$ cat src/rtl/pgi2c_pkg.sv
package pgi2c_pkg;
    localparam int BYTE_W  = 8;
    localparam int PAGE_W  = 8;
    localparam int OFFS_W  = 8;
    localparam int RADDR_W = PAGE_W + OFFS_W;
    localparam int CNT_W   = $clog2(BYTE_W + 1);
    localparam logic [OFFS_W-1:0] PAGE_SEL_OFFS = '1;

    typedef enum logic [3:0] {
        S_IDLE, S_DEV, S_ACK_DEV, S_OFFS, S_ACK_OFFS,
        S_WR, S_ACK_WR, S_RD, S_RACK
    } state_t;
endpackage

$ cat src/rtl/pgi2c_sync.sv
module pgi2c_sync #(
    parameter int STAGES = 2
) (
    input  logic clk,
    input  logic rst_n,
    input  logic scl_i,
    input  logic sda_i,
    output logic sda_q,
    output logic scl_rise,
    output logic scl_fall,
    output logic start_det,
    output logic stop_det
);
    logic [STAGES-1:0] scl_sh, sda_sh;
    logic scl_d, sda_d, scl_q;

    always_ff @(posedge clk or negedge rst_n) begin
        if (!rst_n) begin
            scl_sh <= '1;
            sda_sh <= '1;
            scl_d  <= 1'b1;
            sda_d  <= 1'b1;
        end else begin
            scl_sh <= {scl_sh[STAGES-2:0], scl_i};
            sda_sh <= {sda_sh[STAGES-2:0], sda_i};
            scl_d  <= scl_sh[STAGES-1];
            sda_d  <= sda_sh[STAGES-1];
        end
    end

    assign scl_q     = scl_sh[STAGES-1];
    assign sda_q     = sda_sh[STAGES-1];
    assign scl_rise  = scl_q & ~scl_d;
    assign scl_fall  = ~scl_q & scl_d;
    assign start_det = scl_q & scl_d & sda_d & ~sda_q;
    assign stop_det  = scl_q & scl_d & ~sda_d & sda_q;
endmodule

$ cat src/rtl/pgi2c_ptr.sv
module pgi2c_ptr
    import pgi2c_pkg::*;
(
    input  logic              clk,
    input  logic              rst_n,
    input  logic              offs_ld,
    input  logic [OFFS_W-1:0] offs_in,
    input  logic              step,
    input  logic              page_ld,
    input  logic [PAGE_W-1:0] page_in,
    output logic [PAGE_W-1:0] page,
    output logic [OFFS_W-1:0] offs
);
    always_ff @(posedge clk or negedge rst_n) begin
        if (!rst_n) begin
            page <= '1;
            offs <= '0;
        end else begin
            if (page_ld) page <= page_in;
            if (offs_ld)   offs <= offs_in;
            else if (step) offs <= offs + 1'b1;
        end
    end
endmodule

$ cat src/rtl/paged_i2c_regs.sv
module paged_i2c_regs
    import pgi2c_pkg::*;
#(
    parameter logic [6:0] DEV_ADDR    = 7'h48,
    parameter int         SYNC_STAGES = 2
) (
    input  logic               clk,
    input  logic               rst_n,
    input  logic               scl_i,
    input  logic               sda_i,
    output logic               sda_oe,
    output logic [RADDR_W-1:0] reg_addr,
    output logic [BYTE_W-1:0]  reg_wdata,
    output logic               reg_we,
    input  logic [BYTE_W-1:0]  reg_rdata
);
    logic sda_q, scl_rise, scl_fall, start_det, stop_det;
    state_t state, nxt;
    logic [CNT_W-1:0]  cnt;
    logic [BYTE_W-1:0] sr, tx, rd_byte;
    logic rw_q, mack_q, bit_full, addr_hit;
    logic wr_evt, load_tx, offs_ld, step, page_ld, shift_in;
    logic [PAGE_W-1:0] page;
    logic [OFFS_W-1:0] offs;

    pgi2c_sync #(.STAGES(SYNC_STAGES)) u_sync (
        .clk(clk), .rst_n(rst_n), .scl_i(scl_i), .sda_i(sda_i),
        .sda_q(sda_q), .scl_rise(scl_rise), .scl_fall(scl_fall),
        .start_det(start_det), .stop_det(stop_det)
    );

    pgi2c_ptr u_ptr (
        .clk(clk), .rst_n(rst_n),
        .offs_ld(offs_ld), .offs_in(sr[OFFS_W-1:0]), .step(step),
        .page_ld(page_ld), .page_in(sr[PAGE_W-1:0]),
        .page(page), .offs(offs)
    );

    assign bit_full = (cnt == CNT_W'(BYTE_W));
    assign addr_hit = (sr[7:1] == DEV_ADDR);
    assign shift_in = (state == S_DEV) || (state == S_OFFS) || (state == S_WR);

    // next state
    always_comb begin
        nxt = state;
        if (stop_det)       nxt = S_IDLE;
        else if (start_det) nxt = S_DEV;
        else begin
            unique case (state)
                S_IDLE:     nxt = S_IDLE;
                S_DEV:      if (scl_fall && bit_full) nxt = addr_hit ? S_ACK_DEV : S_IDLE;
                S_ACK_DEV:  if (scl_fall) nxt = rw_q ? S_RD : S_OFFS;
                S_OFFS:     if (scl_fall && bit_full) nxt = S_ACK_OFFS;
                S_ACK_OFFS: if (scl_fall) nxt = S_WR;
                S_WR:       if (scl_fall && bit_full) nxt = S_ACK_WR;
                S_ACK_WR:   if (scl_fall) nxt = S_WR;
                S_RD:       if (scl_fall && bit_full) nxt = S_RACK;
                S_RACK:     if (scl_fall) nxt = mack_q ? S_RD : S_IDLE;
                default:    nxt = S_IDLE;
            endcase
        end
    end

    // state register and shift datapath
    always_ff @(posedge clk or negedge rst_n) begin
        if (!rst_n) begin
            state  <= S_IDLE;
            cnt    <= '0;
            sr     <= '0;
            tx     <= '0;
            rw_q   <= 1'b0;
            mack_q <= 1'b0;
        end else begin
            state <= nxt;
            if (start_det || state != nxt)
                cnt <= '0;
            else if (scl_rise && !bit_full && (shift_in || state == S_RD))
                cnt <= cnt + 1'b1;
            if (scl_rise && shift_in)
                sr <= {sr[BYTE_W-2:0], sda_q};
            if (state == S_DEV && scl_fall && bit_full)
                rw_q <= sr[0];
            if (state == S_RACK && scl_rise)
                mack_q <= ~sda_q;
            if (load_tx)
                tx <= rd_byte;
            else if (state == S_RD && scl_fall && !bit_full)
                tx <= {tx[BYTE_W-2:0], 1'b0};
        end
    end

    // outputs
    always_comb begin
        wr_evt    = (state == S_WR) && (nxt == S_ACK_WR);
        load_tx   = (nxt == S_RD) && (state != S_RD);
        offs_ld   = (state == S_OFFS) && (nxt == S_ACK_OFFS);
        page_ld   = wr_evt && (offs == PAGE_SEL_OFFS);
        reg_we    = wr_evt && (offs != PAGE_SEL_OFFS);
        step      = wr_evt || load_tx;
        rd_byte   = (offs == PAGE_SEL_OFFS) ? page : reg_rdata;
        reg_wdata = sr;
        reg_addr  = {page, offs};
        sda_oe    = (state == S_ACK_DEV) || (state == S_ACK_OFFS) ||
                    (state == S_ACK_WR)  || ((state == S_RD) && !tx[BYTE_W-1]);
    end

    // only a matching address is acknowledged
    p_ack_hit_r2: assert property (@(posedge clk) disable iff (!rst_n)
        (state == S_ACK_DEV) |-> (sr[7:1] == DEV_ADDR));

    // the strobe lasts one cycle
    p_we_single_r4: assert property (@(posedge clk) disable iff (!rst_n)
        reg_we |=> !reg_we);

    // page moves only after a byte at the select offset
    p_page_src_r5: assert property (@(posedge clk) disable iff (!rst_n)
        (reg_addr[15:8] != $past(reg_addr[15:8])) |-> ($past(reg_addr[7:0]) == 8'hFF));

    // offset advances after a write, page held
    p_offset_step_r6: assert property (@(posedge clk) disable iff (!rst_n)
        reg_we |=> ((reg_addr[7:0] == 8'($past(reg_addr[7:0]) + 8'd1)) && $stable(reg_addr[15:8])));

    // idle means bus released and no strobe
    p_idle_quiet_r10: assert property (@(posedge clk) disable iff (!rst_n)
        (state == S_IDLE) |-> (!sda_oe && !reg_we));
endmodule

$ cat config.mk
export PLATFORM = sky130hd
export DESIGN_NAME = paged_i2c_regs
export DESIGN_NICKNAME = d
export VERILOG_FILES = /design/src/rtl/pgi2c_pkg.sv /design/src/rtl/pgi2c_sync.sv /design/src/rtl/pgi2c_ptr.sv /design/src/rtl/paged_i2c_regs.sv
export SDC_FILE = /design/constraint.sdc
export NUM_CORES = 1
export LEC_CHECK = 0
export BUFFER_PORTS_ARGS = -buffer_cell sky130_fd_sc_hd__buf_4
export CORE_MARGIN = 2
export CORE_UTILIZATION = 51
export DETAILED_ROUTE_END_ITERATION = 10
export GPL_TIMING_DRIVEN = 0
export PLACE_DENSITY = 0.81
export SLEW_MARGIN = 20
export SYNTH_ARGS = -nofsm -noshare
export SYNTH_HDL_FRONTEND = slang
export SYNTH_SLANG_ARGS = --single-unit
$ cat constraint.sdc
create_clock -name clk -period 1.9 [get_ports clk]
set_clock_uncertainty 0.1 [all_clocks]
set_input_delay 0 -clock clk [delete_from_list [all_inputs] [get_ports clk]]
set_output_delay 0 -clock clk [all_outputs]
set_load 0.005 [all_outputs]
; After elaboration in Yosys (flattened, before gate mapping)
; Cells that the tools add are included.
[totals]
register_bits = 48
latchBits = 0
ramBits = 0
mem_bits_ro = 0
input_bits = 12
output_inout_bits = 26
wordCells = 91
mem_count = 0
[op_classes]
add_sub_neg = 2
mul = 0
div = 0
magnitude_cmp = 0
n_eq_ne = 17
shifts = 0
n_mux = 20
n_bitwise = 11
n_reduce_logical = 29
[ops]
columns = cell, n
row1 = 4-bit 2-to-1 mux, 11
row2 = 8-bit 2-to-1 mux, 5
row3 = "4-bit by 3-bit == test with 1-bit output, second input constant", 7
row4 = 4-bit case mux with 7 select lines, 1
row5 = 1-bit logical AND, 15
row6 = "8-bit by 1-bit adder with 8-bit output, second input constant", 1
row7 = "4-bit by 2-bit == test with 1-bit output, second input constant", 2
row8 = "4-bit == test, second input constant", 2
row9 = "8-bit == test, second input constant", 1
row10 = 1-bit logical OR, 8
row11 = "8-bit inequality test, second input constant", 1
row12 = 1-bit AND, 7
row13 = "7-bit == test, second input constant", 1
row14 = 3-bit 2-to-1 mux, 2
row15 = 2-bit nonzero test, 3
row16 = "4-bit by 1-bit adder with 4-bit output, second input constant", 1
row17 = "4-bit by 1-bit == test with 1-bit output, second input constant", 1
row18 = "4-bit by 3-bit inequality test with 1-bit output, second input constant", 1
row19 = 4-bit inequality test, 1
row20 = 1-bit inverter, 4
row21 = 1-bit logical NOT, 2
row22 = 2-bit 2-to-1 mux, 1
row23 = 2-bit OR reduction, 1

; Longest topological paths before layout
[depth]
word_depth = 12
depth_mapped = 8
ltp_nobuf = 7

; Cells and area by module
; From an unflattened synthesis, not the netlist that was laid out.
[unflattened]
cells_unflattened = 233
hier_area_um2 = 2547.4
[modules_own_cells]
columns = module, instances, cells_each, area_per_inst_um2, seq_area_each_um2
row1 = paged_i2c_regs, 1, 157, 1602.8, 650.6
row2 = pgi2c_ptr, 1, 66, 754.5, 410.4
row3 = pgi2c_sync, 1, 10, 190.2, 157.7

; Worst setup path before layout
; No wires, ideal clock.
[synth_timing]
kind = register -> register
startpoint = reg cnt[0]
endpoint = reg tx[7]
setup_ns = 0.131
arrival_ns = 1.681
required_time_ns = 1.669
path_slack_ns = -0.012
stages_incl_launch_ff = 8
path_buffers = 0
synth_period_minus_slack_ns = 1.912
cell_sequence = dfrtp_1 -> inv_1 -> ha_1 -> nand3b_1 -> nor3b_2 -> nor2_1 -> a22oi_1 -> o21ai_0
[synth_between]
elab_chain_len = 9
elab_cells_between_ends = 15
cone_classes = eq/ne (2) / mux (8) / reduce/logical (5)
[synth_lines]
columns = item, line_no
row1 = "start, declared", paged_i2c_regs.sv:19  ; logic [CNT_W-1:0] cnt;
row2 = "start signal, assigned", paged_i2c_regs.sv:78  ; cnt <= cnt + 1'b1;
row3 = 4-bit == test (*), paged_i2c_regs.sv:39  ; assign bit_full = (cnt == CNT_W'(BYTE_W));
row4 = 1-bit logical AND, n/a
row5 = 4-bit 2-to-1 mux (on tied branches), n/a
row6 = 4-bit case mux with 7 select lines, paged_i2c_regs.sv:49  ; unique case (state)
row7 = 4-bit 2-to-1 mux, paged_i2c_regs.sv:47  ; else if (start_det) nxt = S_DEV;
row8 = 4-bit 2-to-1 mux, paged_i2c_regs.sv:46  ; if (stop_det) nxt = S_IDLE;
row9 = 4-bit by 3-bit == test with 1-bit output, paged_i2c_regs.sv:95  ; load_tx = (nxt == S_RD) && (state != S_RD);
row10 = 1-bit logical AND, paged_i2c_regs.sv:95
row11 = 8-bit 2-to-1 mux / 2-bit nonzero test (equally long branches), n/a
row12 = "end signal, assigned", paged_i2c_regs.sv:86  ; tx <= rd_byte;
row13 = "end signal, assigned", paged_i2c_regs.sv:88  ; tx <= {tx[BYTE_W-2:0], 1'b0};
row14 = "end, declared", paged_i2c_regs.sv:20  ; logic [BYTE_W-1:0] sr, tx, rd_byte;
; Every way passes the cells marked *; elsewhere a longest branch is shown, timed or not.
; A chain may end at the register's enable or synchronous reset.

; Worst setup path in the final report
[layout_timing]
startpoint = reg state[1]
endpoint = reg u_ptr.offs[5]
[layout_between]
elab_chain_len = 9
elab_cells_between_ends = 29
cone_classes = eq/ne (12) / mux (11) / reduce/logical (6)
[layout_lines]
columns = item, line_no
row1 = "start, declared", paged_i2c_regs.sv:18  ; state_t state, nxt;
row2 = "start signal, assigned", paged_i2c_regs.sv:74  ; state <= nxt;
row3 = 4-bit by 3-bit == test with 1-bit output, paged_i2c_regs.sv:49
row4 = 2-bit OR reduction (no source line), n/a
row5 = 4-bit case mux with 7 select lines, paged_i2c_regs.sv:49
row6 = 4-bit 2-to-1 mux, paged_i2c_regs.sv:47
row7 = 4-bit 2-to-1 mux, paged_i2c_regs.sv:46
row8 = 4-bit by 3-bit == test with 1-bit output (on tied branches), "paged_i2c_regs.sv:94, paged_i2c_regs.sv:95"
row9 = 1-bit logical AND (on tied branches), "paged_i2c_regs.sv:94, paged_i2c_regs.sv:95"
row10 = 1-bit logical OR, paged_i2c_regs.sv:99  ; step = wr_evt || load_tx;
row11 = 2-bit nonzero test (no source line), n/a
row12 = "end signal, assigned", pgi2c_ptr.sv:20  ; if (offs_ld) offs <= offs_in;
row13 = "end signal, assigned", pgi2c_ptr.sv:21  ; else if (step) offs <= offs + 1'b1;
row14 = "end, declared", pgi2c_ptr.sv:12  ; output logic [OFFS_W-1:0] offs
; Parallel ways exist; a longest one is shown, timed or not.

==> results.cfg <==
[status]
status = finished, violations left
violations = negative setup slack

[synth]
synth_nets = 236
async_flop_share = 1.00
postSynthCellCount = 221
synth-edff-count = 0
ys.warnings.count = 0
yosysUniqueCellTypes = 47
syn_area_per_cell_um2 = 11.0
netlist_area_um2 = 2440
ys_ff_latch = 48
seq_area_frac_synth = 0.499
synthTopCellsByArea = dfrtp_1, dfstp_2, mux2_2
yosysTopAreaCellShare = 0.349
ys.flop_type = dfrtp_1
synth_top_area_cell = dfrtp_1

[floorplan]
start_util = 0.524
num_rows = 25
core_um2 = 4660
fp.dieH_um = 73.2
die_w_um = 73.2
ios = 38
dieArea_um2 = 5360

[timing]
slew_viol_final = 0
fin_crit_ns = 1.95
max_freq_mhz = 514
grt_setup_unrepaired = yes
period_share = 1.02
fin_ws_ns = -0.0467
tightest_slew_ns = 0.601
finalHoldViolCount = 0
slew_headroom = 0.600
setup_viol = 3

[hold_path]
hold_class = in2async

[route]
wl_per_cell_um = 17.6
wirelength_um = 6070
drc_errors = 0
via_per_inst = 5.94
vias = 2049
dr.first_iter.drc_count = 192
antenna_left = 0
dr.pass1.iters = 5

[grt]
grt_pass1_vias = 1896
grt_max_degree = 49
grt_pass1_wl_um = 9150
track_usage = 0.223
antenna_found_initial = 0
gr-total-overflow = 0

[critical_path]
startpoint_type = flop
crit_arrival_ns = 2.08
endpoint_kind = flop
critical-path-top-delay-family = compound AO/OA/AOI/OAI gates
crit_fanout = 7
cp.buffers_inverters = 1
crit_slowest_cell = dfrtp_2
worstPathRequired_ns = 2.03
crit_type = reg2reg
path_cells = nand3b_1, a2111oi_4, buf_4, o2111ai_1, xor2_1, a21oi_1
cpPeakStageDelay_ns = 0.47

[finish]
nFillCells = 327
n_antenna_cell = 0
nets = 305
instances_no_fill = 345
layout-drive-gt1-share = 0.405
syn_to_final_growth_pct = 33.0
final_cell_mix = buf_4, dfrtp_1, mux2_2
layout_commonest_cell = buf_4

[clocking]
cts_tree = yes
clock-sinks = 48
cts.path.max_buffers = 2
clockRootBuffer = clkbuf_8
cts_made_buffers = 5
path_clk_slew_ns = 0.09
htree_levels = 2
clock_latency_ns = 0.30

[placement]
place_inst = 312
pre_cts_slack_ns = -0.444
routabilityCongestion = 0.837
dp_hpwl_um = 3680
port_buffers = 37

[power_and_ir_drop]
p_per_area_nw_per_um2 = 665
peakVddDrop_mv = 0.495
power_leakage_nw = 1.50

[job]
maxCapViolCount = 0
-- synth_stat cells, drive strengths merged, types with 3 or more instances --
library cell / n
nor2: 18
nor3: 3
nand3: 6
ha: 3
clkbuf: 4
buf: 4
and4: 3
nor2b: 4
dfrtp: 34
o2111ai: 3
dfstp: 14
nor4: 3
mux2: 17
nand3b: 3
inv: 7
o21ai: 16
xor2: 9
mux2i: 11
a22oi: 6
nand2: 9
a21oi: 14
nand2b: 4
-- cell type report --
cell class	instances	area (um^2)	area share
buffer	8	50.0	0.0154
clock buffer	6	82.6	0.0254
clock inverter	2	38.8	0.0119
inverter	7	26.3	0.00809
multi-input combinational	158	1260	0.387
sequential	48	1220	0.376
tap	54	67.6	0.0208
timing repair buffer	62	504	0.155
-- stage by stage --
stage          hold WS, ns  instance area (um^2)  setup TNS [ns]   util  total power, mW
2_1_floorplan       -0.396                  2450               0      -             1.24
3_3_place_gp       -0.0551                  2790           -7.50  0.599             1.35
3_5_place_dp       -0.0486                  2790           -9.14  0.599             1.36
4_1_cts              0.169                  3110          -0.237  0.668             2.15
5_1_grt              0.230                  3250           -1.64  0.697             2.25
6_report             0.172                  3250         -0.0740  0.697             2.16
-- repair_timing --
item	CTS	global route
resized for setup	10	24
endpoints found under the hold margin	58	0
pin swaps	5	3
setup buffers	8	6
hold buffers	11	0
gates cloned	0	0
setup endpoints to repair	31	40
-- logic make-up (layout without fill, tap and decap cells) --
family / after synthesis / count (layout) / synth area share
flip-flops: 48 / 48 / 0.499
XOR/XNOR: 11 / 11 / 0.0395
buffers and inverters: 15 / 85 / 0.0261
AND/OR/NAND/NOR: 61 / 61 / 0.144
adder cells (fa/ha/maj): 3 / 3 / 0.0154
AO/OA/AOI/OAI: 55 / 55 / 0.153
multiplexers: 28 / 28 / 0.124
-- worst paths after layout --
check / start / end / slack (ns) / depth (start not counted)
min in group clk: scl_i / u_sync.scl_sh[0] / 0.25 / 2
min: rst_n / reg_wdata[2] / 0.17 / 2
max: state[1] / u_ptr.offs[5] / -0.05 / 6
min reg2reg: u_sync.sda_sh[0] / u_sync.sda_sh[1] / 0.26 / 0
max in group asynchronous: rst_n / state[3] / 1.10 / 2
max reg2reg: state[1] / u_ptr.offs[5] / -0.05 / 6
-- layer usage --
metal | vias to the layer above | track usage | wire, um
met5 | - | 0 | 0
met2 | 82 | 0.353 | 2930
met1 | 1011 | 0.320 | 2700
li1 | 949 | - | -
met4 | 0 | 0.0576 | 59
met3 | 7 | 0.0373 | 379
-- flip-flops by register name, indices dropped and copies added (netlist names), 2 cells and up --
signal and cells:
u_ptr.offs 8, u_sync.sda_sh 2, cnt 4, tx 8
reg_wdata 8, state 4, u_ptr.page 8, u_sync.scl_sh 2
-- where the power goes --
part	switching [mW]	total, mW	internal (mW)
registers	0.0726	1.15	1.07
logic	0.106	0.230	0.124
clock network	0.353	0.784	0.431
total	0.532	2.16	1.63
No activity file was read; power rests on OpenSTA's default activity.
